### src/rtl/cmd_list_walker.sv
module cmd_list_walker #(
  parameter int AW = 16
) (
  input  logic          clk,
  input  logic          rst_n,
  input  logic [1:0]    host_cmd,
  input  logic [AW-1:0] gen_ptr,
  output logic          mem_req,
  output logic          mem_we,
  output logic [AW-1:0] mem_addr,
  output logic [31:0]   mem_wdata,
  input  logic          mem_ack,
  input  logic          mem_err,
  input  logic [31:0]   mem_rdata,
  output logic          hook_valid,
  output logic [2:0]    hook_op,
  output logic [AW-1:0] hook_addr,
  input  logic          hook_ack,
  output logic          irq_cx,
  output logic          irq_cna,
  output logic [1:0]    cu_state
);
  localparam logic [1:0] ST_IDLE = 2'd0, ST_SUSP = 2'd1, ST_ACT = 2'd2;
  localparam logic [AW-1:0] LINK_OFS = AW'(4);

  typedef enum logic [2:0] {PH_WAIT, PH_RD0, PH_RD1, PH_HOOK, PH_WR} ph_t;

  ph_t           ph;
  logic [1:0]    st;
  logic [AW-1:0] base, ofs, blk;
  logic [15:0]   stat, cmd;

  wire [AW-1:0] cur    = base + ofs;
  wire [2:0]    opc    = cmd[2:0];
  wire          hooked = (opc != 3'd0) && (opc != 3'd7);

  assign mem_req    = (ph == PH_RD0) || (ph == PH_RD1) || (ph == PH_WR);
  assign mem_we     = (ph == PH_WR);
  assign mem_addr   = (ph == PH_RD0) ? cur : (ph == PH_RD1) ? blk + LINK_OFS : blk;
  assign mem_wdata  = {cmd, stat | 16'hA000};
  assign hook_valid = (ph == PH_HOOK);
  assign hook_op    = opc;
  assign hook_addr  = blk;
  assign cu_state   = st;

  always_ff @(posedge clk or negedge rst_n) begin
    if (!rst_n) begin
      ph <= PH_WAIT; st <= ST_IDLE;
      base <= '0; ofs <= '0; blk <= '0;
      stat <= '0; cmd <= '0;
      irq_cx <= 1'b0; irq_cna <= 1'b0;
    end else begin
      irq_cx  <= 1'b0;
      irq_cna <= 1'b0;
      case (ph)
        PH_WAIT:
          case (host_cmd)
            2'd1: begin st <= ST_ACT; ofs <= gen_ptr; ph <= PH_RD0; end
            2'd2: begin st <= ST_ACT; ph <= PH_RD0; end
            2'd3: base <= gen_ptr;
            default: ;
          endcase
        PH_RD0:
          if (mem_ack) begin
            if (mem_err) begin st <= ST_IDLE; ph <= PH_WAIT; end
            else begin
              stat <= mem_rdata[15:0];
              cmd  <= mem_rdata[31:16];
              blk  <= cur;
              ph   <= PH_RD1;
            end
          end
        PH_RD1:
          if (mem_ack) begin
            if (mem_err) begin st <= ST_IDLE; ph <= PH_WAIT; end
            else begin
              ofs <= mem_rdata[AW-1:0];
              ph  <= hooked ? PH_HOOK : PH_WR;
            end
          end
        PH_HOOK:
          if (hook_ack) ph <= PH_WR;
        PH_WR:
          if (mem_ack) begin
            if (mem_err) begin st <= ST_IDLE; ph <= PH_WAIT; end
            else begin
              irq_cx <= cmd[13];
              if (cmd[15]) begin
                st <= ST_IDLE; irq_cna <= 1'b1; ph <= PH_WAIT;
              end else if (cmd[14]) begin
                st <= ST_SUSP; irq_cna <= 1'b1; ph <= PH_WAIT;
              end else
                ph <= PH_RD0;
            end
          end
        default: ph <= PH_WAIT;
      endcase
    end
  end

  a_r1_state_legal: assert property (@(posedge clk) disable iff (!rst_n)
    cu_state != 2'd3);

  a_r4_req_hold: assert property (@(posedge clk) disable iff (!rst_n)
    mem_req && !mem_ack |=> mem_req && $stable(mem_addr) && $stable(mem_we) && $stable(mem_wdata));

  a_r6_hook_no_mem: assert property (@(posedge clk) disable iff (!rst_n)
    hook_valid |-> cu_state == ST_ACT && !mem_req);

  a_r7_cx_after_write: assert property (@(posedge clk) disable iff (!rst_n)
    irq_cx |-> $past(mem_we && mem_ack && !mem_err));

  a_r8_cna_not_active: assert property (@(posedge clk) disable iff (!rst_n)
    irq_cna |-> cu_state != ST_ACT);

  a_r12_err_idle: assert property (@(posedge clk) disable iff (!rst_n)
    mem_req && mem_ack && mem_err |=> cu_state == ST_IDLE && !mem_req && !irq_cx && !irq_cna);
endmodule

### config.mk
export PLATFORM = sky130hd
export DESIGN_NAME = cmd_list_walker
export DESIGN_NICKNAME = d
export VERILOG_FILES = /design/src/rtl/cmd_list_walker.sv
export SDC_FILE = /design/constraint.sdc
export NUM_CORES = 1
export LEC_CHECK = 0
export BUFFER_PORTS_ARGS = -buffer_cell sky130_fd_sc_hd__buf_2
export CORE_ASPECT_RATIO = 0.6
export CORE_MARGIN = 5
export CORE_UTILIZATION = 59
export CTS_BUF_LIST = sky130_fd_sc_hd__clkbuf_4
export DETAILED_ROUTE_END_ITERATION = 8
export PLACE_DENSITY_LB_ADDON = 0.15
export SYNTH_ARGS = -nofsm -noshare
export SYNTH_HDL_FRONTEND = slang
export SYNTH_SLANG_ARGS = --single-unit
### constraint.sdc
create_clock -name clk -period 5.9 [get_ports clk]
set_clock_uncertainty 0.05 [all_clocks]
set_input_delay 0.295 -clock clk [delete_from_list [all_inputs] [get_ports clk]]
set_output_delay 0.295 -clock clk [all_outputs]
set_load 0.1 [all_outputs]
After elaboration in Yosys (flattened, before gate mapping)
Cells that the tools add are included.
{"block": "word_totals", "elab_cells": 78, "n_memories": 0, "ram_bits": 0, "regBits": 86, "latchBits": 0, "input_bits": 55, "mem_bits_ro": 0}
{"block": "op_classes", "muxes": 34, "order_cmp": 0, "reduce_logical": 14, "eq_ne": 18, "addsub": 2, "n_bitwise": 1, "n_shift": 0, "n_div": 0, "multipliers": 0}
{"cell": "$mux W16", "count": 5}
{"cell": "$pmux W16 S2", "count": 1}
{"cell": "$mux W3", "count": 7}
{"cell": "$add A16 B16 Y16", "count": 1}
{"cell": "$add A16 B3 Y16 const B", "count": 1}
{"cell": "$mux W2", "count": 8}
{"cell": "$pmux W3 S5", "count": 1}
{"cell": "$mux W1", "count": 11}
{"cell": "$ne A2 B1 Y1 const B", "count": 5}
{"cell": "$ne A2 B2 Y1 const B", "count": 4}
{"cell": "$eq A3 B2 Y1 const B", "count": 2}
{"cell": "$pmux W2 S3", "count": 1}
{"cell": "$reduce_and A6 Y1", "count": 1}
{"cell": "$reduce_bool A3 Y1", "count": 2}
{"cell": "$reduce_and A5 Y1", "count": 1}
{"cell": "$eq A2 B2 Y1 const B", "count": 2}
{"cell": "$ne A4 B1 Y1 const B", "count": 1}
{"cell": "$reduce_and A4 Y1", "count": 1}
{"cell": "$reduce_or A2 Y1", "count": 2}
{"cell": "$eq A3 B1 Y1 const B", "count": 1}
{"cell": "$eq A3 B3 Y1 const B", "count": 1}
{"cell": "$logic_not A3 Y1", "count": 1}
{"cell": "$ne A3 B3 Y1 const B", "count": 1}
{"cell": "$reduce_and A3 Y1", "count": 1}
{"cell": "other kinds (6)", "count": 7}

Logic depth before layout (Yosys ltp)
{"block": "depth", "depth_word": 6, "ltp_mapped": 8, "mapped_depth_nobuf": 8}

Worst setup path after synthesis
Ideal clock, no wire load.
{"block": "synth_path", "path_kind": "register to output", "from": "register base[0]", "to": "output port mem_addr[14]", "path_stages_with_launch": 9, "n_path_buf": 0, "arrival_ns": 3.867, "required_ns": 5.555, "slack_ns": 1.688, "path_cell_list": "dfrtp_1 ha_1 fa_1 a21oi_1 o211a_1 o2bb2ai_2 a221oi_2 xor2_1 o21ai_0"}
{"block": "synth_via", "elab_chain_len": 2}
{"element": "start, declared", "line_no": "30", "source": "logic [AW-1:0] base, ofs, blk;"}
{"element": "start signal, assigned", "line_no": "60", "source": "2'd3: base <= gen_ptr;"}
{"element": "$add A16 B16 Y16", "line_no": "33", "source": "wire [AW-1:0] cur = base + ofs;"}
{"element": "$mux W16", "line_no": "39", "source": "assign mem_addr = (ph == PH_RD0) ? cur : (ph == PH_RD1) ? blk + LINK_OFS : blk;"}
{"element": "end, declared", "line_no": "10", "source": "output logic [AW-1:0] mem_addr,"}
Every way passes these cells.

Worst setup path in the final report
{"block": "layout_path", "from": "register ph[0]", "to": "output port mem_addr[10]"}
{"block": "layout_via", "elab_chain_len": 3, "word_cells_on_any_way": 4, "classes_between": "2 x eq/ne; 2 x mux"}
{"element": "start, declared", "line_no": "28", "source": "ph_t ph;"}
{"element": "start signal, assigned", "line_no": "78", "source": "ph <= hooked ? PH_HOOK : PH_WR;"}
{"element": "$eq A3 B2 Y1", "line_no": "39"}
{"element": "$mux W16", "line_no": "39"}
{"element": "$mux W16 (*)", "line_no": "39"}
Mark *: on every way between the ends. The rest lies on a longest branch, timed or not.

==> impl_metrics.xml <==
<?xml version="1.0" encoding="UTF-8"?>
<metrics>
  <group name="clock_network">
    <metric name="clock_tree.buffer_depth" unit="">2</metric>
    <metric name="clk_tree_root_cell" unit="">clkbuf_4</metric>
    <metric name="source_to_sink_clock_delay_at_the_later_pin_of_the_worst_skew_pair" unit="ps">440</metric>
    <metric name="clock-sinks" unit="">85</metric>
    <metric name="cts_buffers" unit="">9</metric>
    <metric name="tritoncts" unit="">yes</metric>
    <metric name="postCtsResizedCells" unit="">0</metric>
    <metric name="postCtsHoldBufs" unit="">1</metric>
    <metric name="total_number_of_h_tree_levels" unit="">3</metric>
    <metric name="worst_setup_hold_path_clk_slew" unit="ps">140</metric>
    <metric name="cts_post_setup_buffers_inserted" unit="">0</metric>
  </group>
  <group name="worst_setup_path">
    <metric name="critical_path_class" unit="">flop to output port</metric>
    <metric name="critPathBufInv" unit="">2</metric>
    <metric name="worst_setup_path_end_kind" unit="">output port</metric>
    <metric name="arrival" unit="ps">3400</metric>
    <metric name="startpoint_type" unit="">flop</metric>
    <metric name="critical-path-max-stage-delay" unit="ps">730</metric>
    <metric name="cp_cell_sequence" unit="">nor3b_4, buf_4, and3_1, nand4_1, xnor2_1, nand2_1, o31ai_1, buf_2</metric>
    <metric name="worstPathMaxFanout" unit="">14</metric>
    <metric name="critPathRequiredTime" unit="ps">5560</metric>
    <metric name="regToRegSetupSlack" unit="ps">2830</metric>
    <metric name="timing.critical_path.slowest_stage_cell" unit="">nor3b_4</metric>
    <metric name="cpLargestDelayFamily" unit="">simple AND/OR/NAND/NOR gates</metric>
  </group>
  <group name="synth">
    <metric name="synth_compound_area_frac" unit="">0.1152</metric>
    <metric name="post-synth-top-area-cell" unit="">dfrtp_1</metric>
    <metric name="mappedNetlistArea" unit="sq um">4812</metric>
    <metric name="synth-edff-count" unit="">0</metric>
    <metric name="synth_top_flop_cell" unit="">dfrtp_1</metric>
    <metric name="syn_avg_cell_area" unit="sq um">10.99</metric>
    <metric name="unique_cell_type_count_in_the_yosys_netlist" unit="">49</metric>
    <metric name="largest_family_of_logic_cells_by_synthesized_area" unit="">multiplexers</metric>
    <metric name="synthSimpleGateAreaFrac" unit="">0.1105</metric>
    <metric name="yosysMostFrequentCell" unit="">dfrtp_1</metric>
    <metric name="synth_common_cells" unit="">85 x dfrtp_1, 41 x nand2_1, 35 x a21oi_1</metric>
    <metric name="synthesis.yosys.warnings" unit="">0</metric>
    <metric name="synth_async_sr_flop_share" unit="">1.000</metric>
    <metric name="syn_inst" unit="">438</metric>
    <metric name="synth.area.top_cells" unit="">dfrtp_1 44%, mux2_4 9.4%, mux2_2 5.4%</metric>
    <metric name="synth_mux_area_frac" unit="">0.1914</metric>
    <metric name="ys_seq_elements" unit="">85</metric>
    <metric name="synth-adder-area-share" unit="">0.05096</metric>
    <metric name="synth_seq_area_share" unit="">0.4420</metric>
    <metric name="synth_xor_xnor_area_share" unit="">0.04914</metric>
    <metric name="netlist.area_leader.share" unit="">0.4420</metric>
  </group>
  <group name="timing">
    <metric name="setup_viol" unit="">0</metric>
    <metric name="finalHoldViolCount" unit="">0</metric>
    <metric name="timing.setup.tns" unit="ps">0</metric>
    <metric name="unrepaired_setup_endpoints_after_global_routing" unit="">no</metric>
    <metric name="relSlewSlack" unit="">0.1979</metric>
    <metric name="fmax" unit="MHz">266.8</metric>
    <metric name="layout_worst_path_cycle_share" unit="">0.6353</metric>
    <metric name="worst-slew-pin-transition" unit="ps">1199</metric>
    <metric name="timing.final.max_slew_violations" unit="">0</metric>
    <metric name="final.min_clock_period" unit="ps">3748</metric>
  </group>
  <group name="floorplan">
    <metric name="core_area" unit="sq um">7914</metric>
    <metric name="top_level_ports" unit="">129</metric>
    <metric name="die-width" unit="microns">126.6</metric>
    <metric name="dieHeight" unit="microns">79.96</metric>
    <metric name="floorplan.initialDensity" unit="">0.6081</metric>
    <metric name="num_rows" unit="">25</metric>
    <metric name="die_area" unit="sq um">10120</metric>
  </group>
  <group name="placement">
    <metric name="hpwlAfterDp" unit="mm">8.777</metric>
    <metric name="portBuffers" unit="">126</metric>
    <metric name="gpl.final_weighted_congestion" unit="">0.8987</metric>
  </group>
  <group name="min_path">
    <metric name="hold_path.class" unit="">primary input to flop</metric>
  </group>
  <group name="grt">
    <metric name="global_route_wire_length_before_repair" unit="mm">19.02</metric>
    <metric name="grt_pass1_vias" unit="">3695</metric>
    <metric name="grt_max_degree" unit="">47</metric>
    <metric name="track_usage" unit="">0.2391</metric>
    <metric name="grt_remaining_overflow" unit="">0</metric>
    <metric name="grt_antenna_before_repair" unit="">0</metric>
  </group>
  <group name="cells_and_area">
    <metric name="design.final.nets" unit="">630</metric>
    <metric name="sequential_cell_area" unit="sq um">2127</metric>
    <metric name="multi_input_area" unit="sq um">2505</metric>
    <metric name="area_growth_syn_to_layout" unit="%">17.29</metric>
    <metric name="post_route_cells_drive_above_1_share" unit="">0.3708</metric>
    <metric name="antennaDiodeCount" unit="">0</metric>
    <metric name="num-fill-cells" unit="">596</metric>
  </group>
  <group name="routing">
    <metric name="wl_per_cell" unit="microns">17.60</metric>
    <metric name="via_count" unit="">3737</metric>
    <metric name="detail_route.first_pass.iterations" unit="">5</metric>
    <metric name="avgViaCountPerCell" unit="">5.586</metric>
    <metric name="ant_nets" unit="">0</metric>
    <metric name="detailedRoute.firstIterationViolations" unit="">287</metric>
    <metric name="drc" unit="">0</metric>
    <metric name="drt-total-wl" unit="mm">11.77</metric>
  </group>
  <group name="run">
    <metric name="max-cap-violations" unit="">0</metric>
  </group>
  <group name="status">
    <metric name="outcome" unit="">complete, no violations</metric>
  </group>
</metrics>
-- per-stage QoR --
step / instance area [sq um] / hold slack, ps / instances / utilization / setup WS (ps)
finish: 5644 / 25.29 / 669 / 0.7132 / 2152
global route: 5644 / 1.844 / 669 / 0.7132 / 1920
global placement: 5453 / 256.3 / 652 / 0.6890 / 2691
floorplan: 4816 / -50.59 / 439 / - / 1688
CTS: 5644 / 7.385 / 669 / 0.7132 / 2134
detailed placement: 5453 / 270.8 / 652 / 0.6890 / 2640
-- metal layers --
layer,track usage,vias to the layer above,part of all wire
met4,0.05460,0,0.0065
met5,0,-,0
met3,0.07420,6,0.082
met1,0.3472,1813,0.48
met2,0.3513,137,0.43
li1,-,1781,-
-- sequential cells by signal, summed over array words and instances (netlist names) --
register,cells
base,16
cmd,16
cu_state,2
hook_addr,16
irq_cna,1
irq_cx,1
ofs,16
ph,3
stat,14
-- logic make-up (layout without fill, tap and decap cells) --
logic type | count (synthesis) | count (layout)
XOR/XNOR | 27 | 27
AO/OA/AOI/OAI | 93 | 93
buffers and inverters | 32 | 154
adder cells (fa/ha/maj) | 19 | 19
AND/OR/NAND/NOR | 107 | 107
flip-flops | 85 | 85
other | 1 | 2
multiplexers | 74 | 74
-- layout make-up --
| type | instances | area share |
|---|---|---|
| timing repair buffer | 130 | 0.1179 |
| sequential | 85 | 0.3769 |
| clock buffer | 11 | 0.01463 |
| inverter | 8 | 0.005320 |
| clock inverter | 5 | 0.01751 |
| multi-input combinational | 322 | 0.4438 |
| tap | 108 | 0.02394 |
-- final timing paths --
kind | start | end | cells past startpoint
max | ph[0] | mem_addr[10] | 8
min | mem_rdata[30] | cmd[14] | 2
max reg2reg | ph[0] | cmd[9] | 5
min reg2reg | cmd[9] | cmd[9] | 1
max in group asynchronous | rst_n | ofs[1] | 3
min in group asynchronous | rst_n | cmd[8] | 2
-- layout by cell type (no fill, tap or decap), types with 15 or more instances in the layout --
| cell | count |
|---|---|
| a21oi_1 | 35 |
| ha_1 | 18 |
| nand2_1 | 40 |
| o21ai_0 | 29 |
| nor2_1 | 26 |
| mux2i_1 | 20 |
| mux2_4 | 30 |
| buf_2 | 125 |
| xnor2_1 | 15 |
| mux2_2 | 23 |
| dfrtp_1 | 85 |
Power is not shown: default switching activity piles up to over one toggle a cycle in this logic, so the estimate is an artifact.
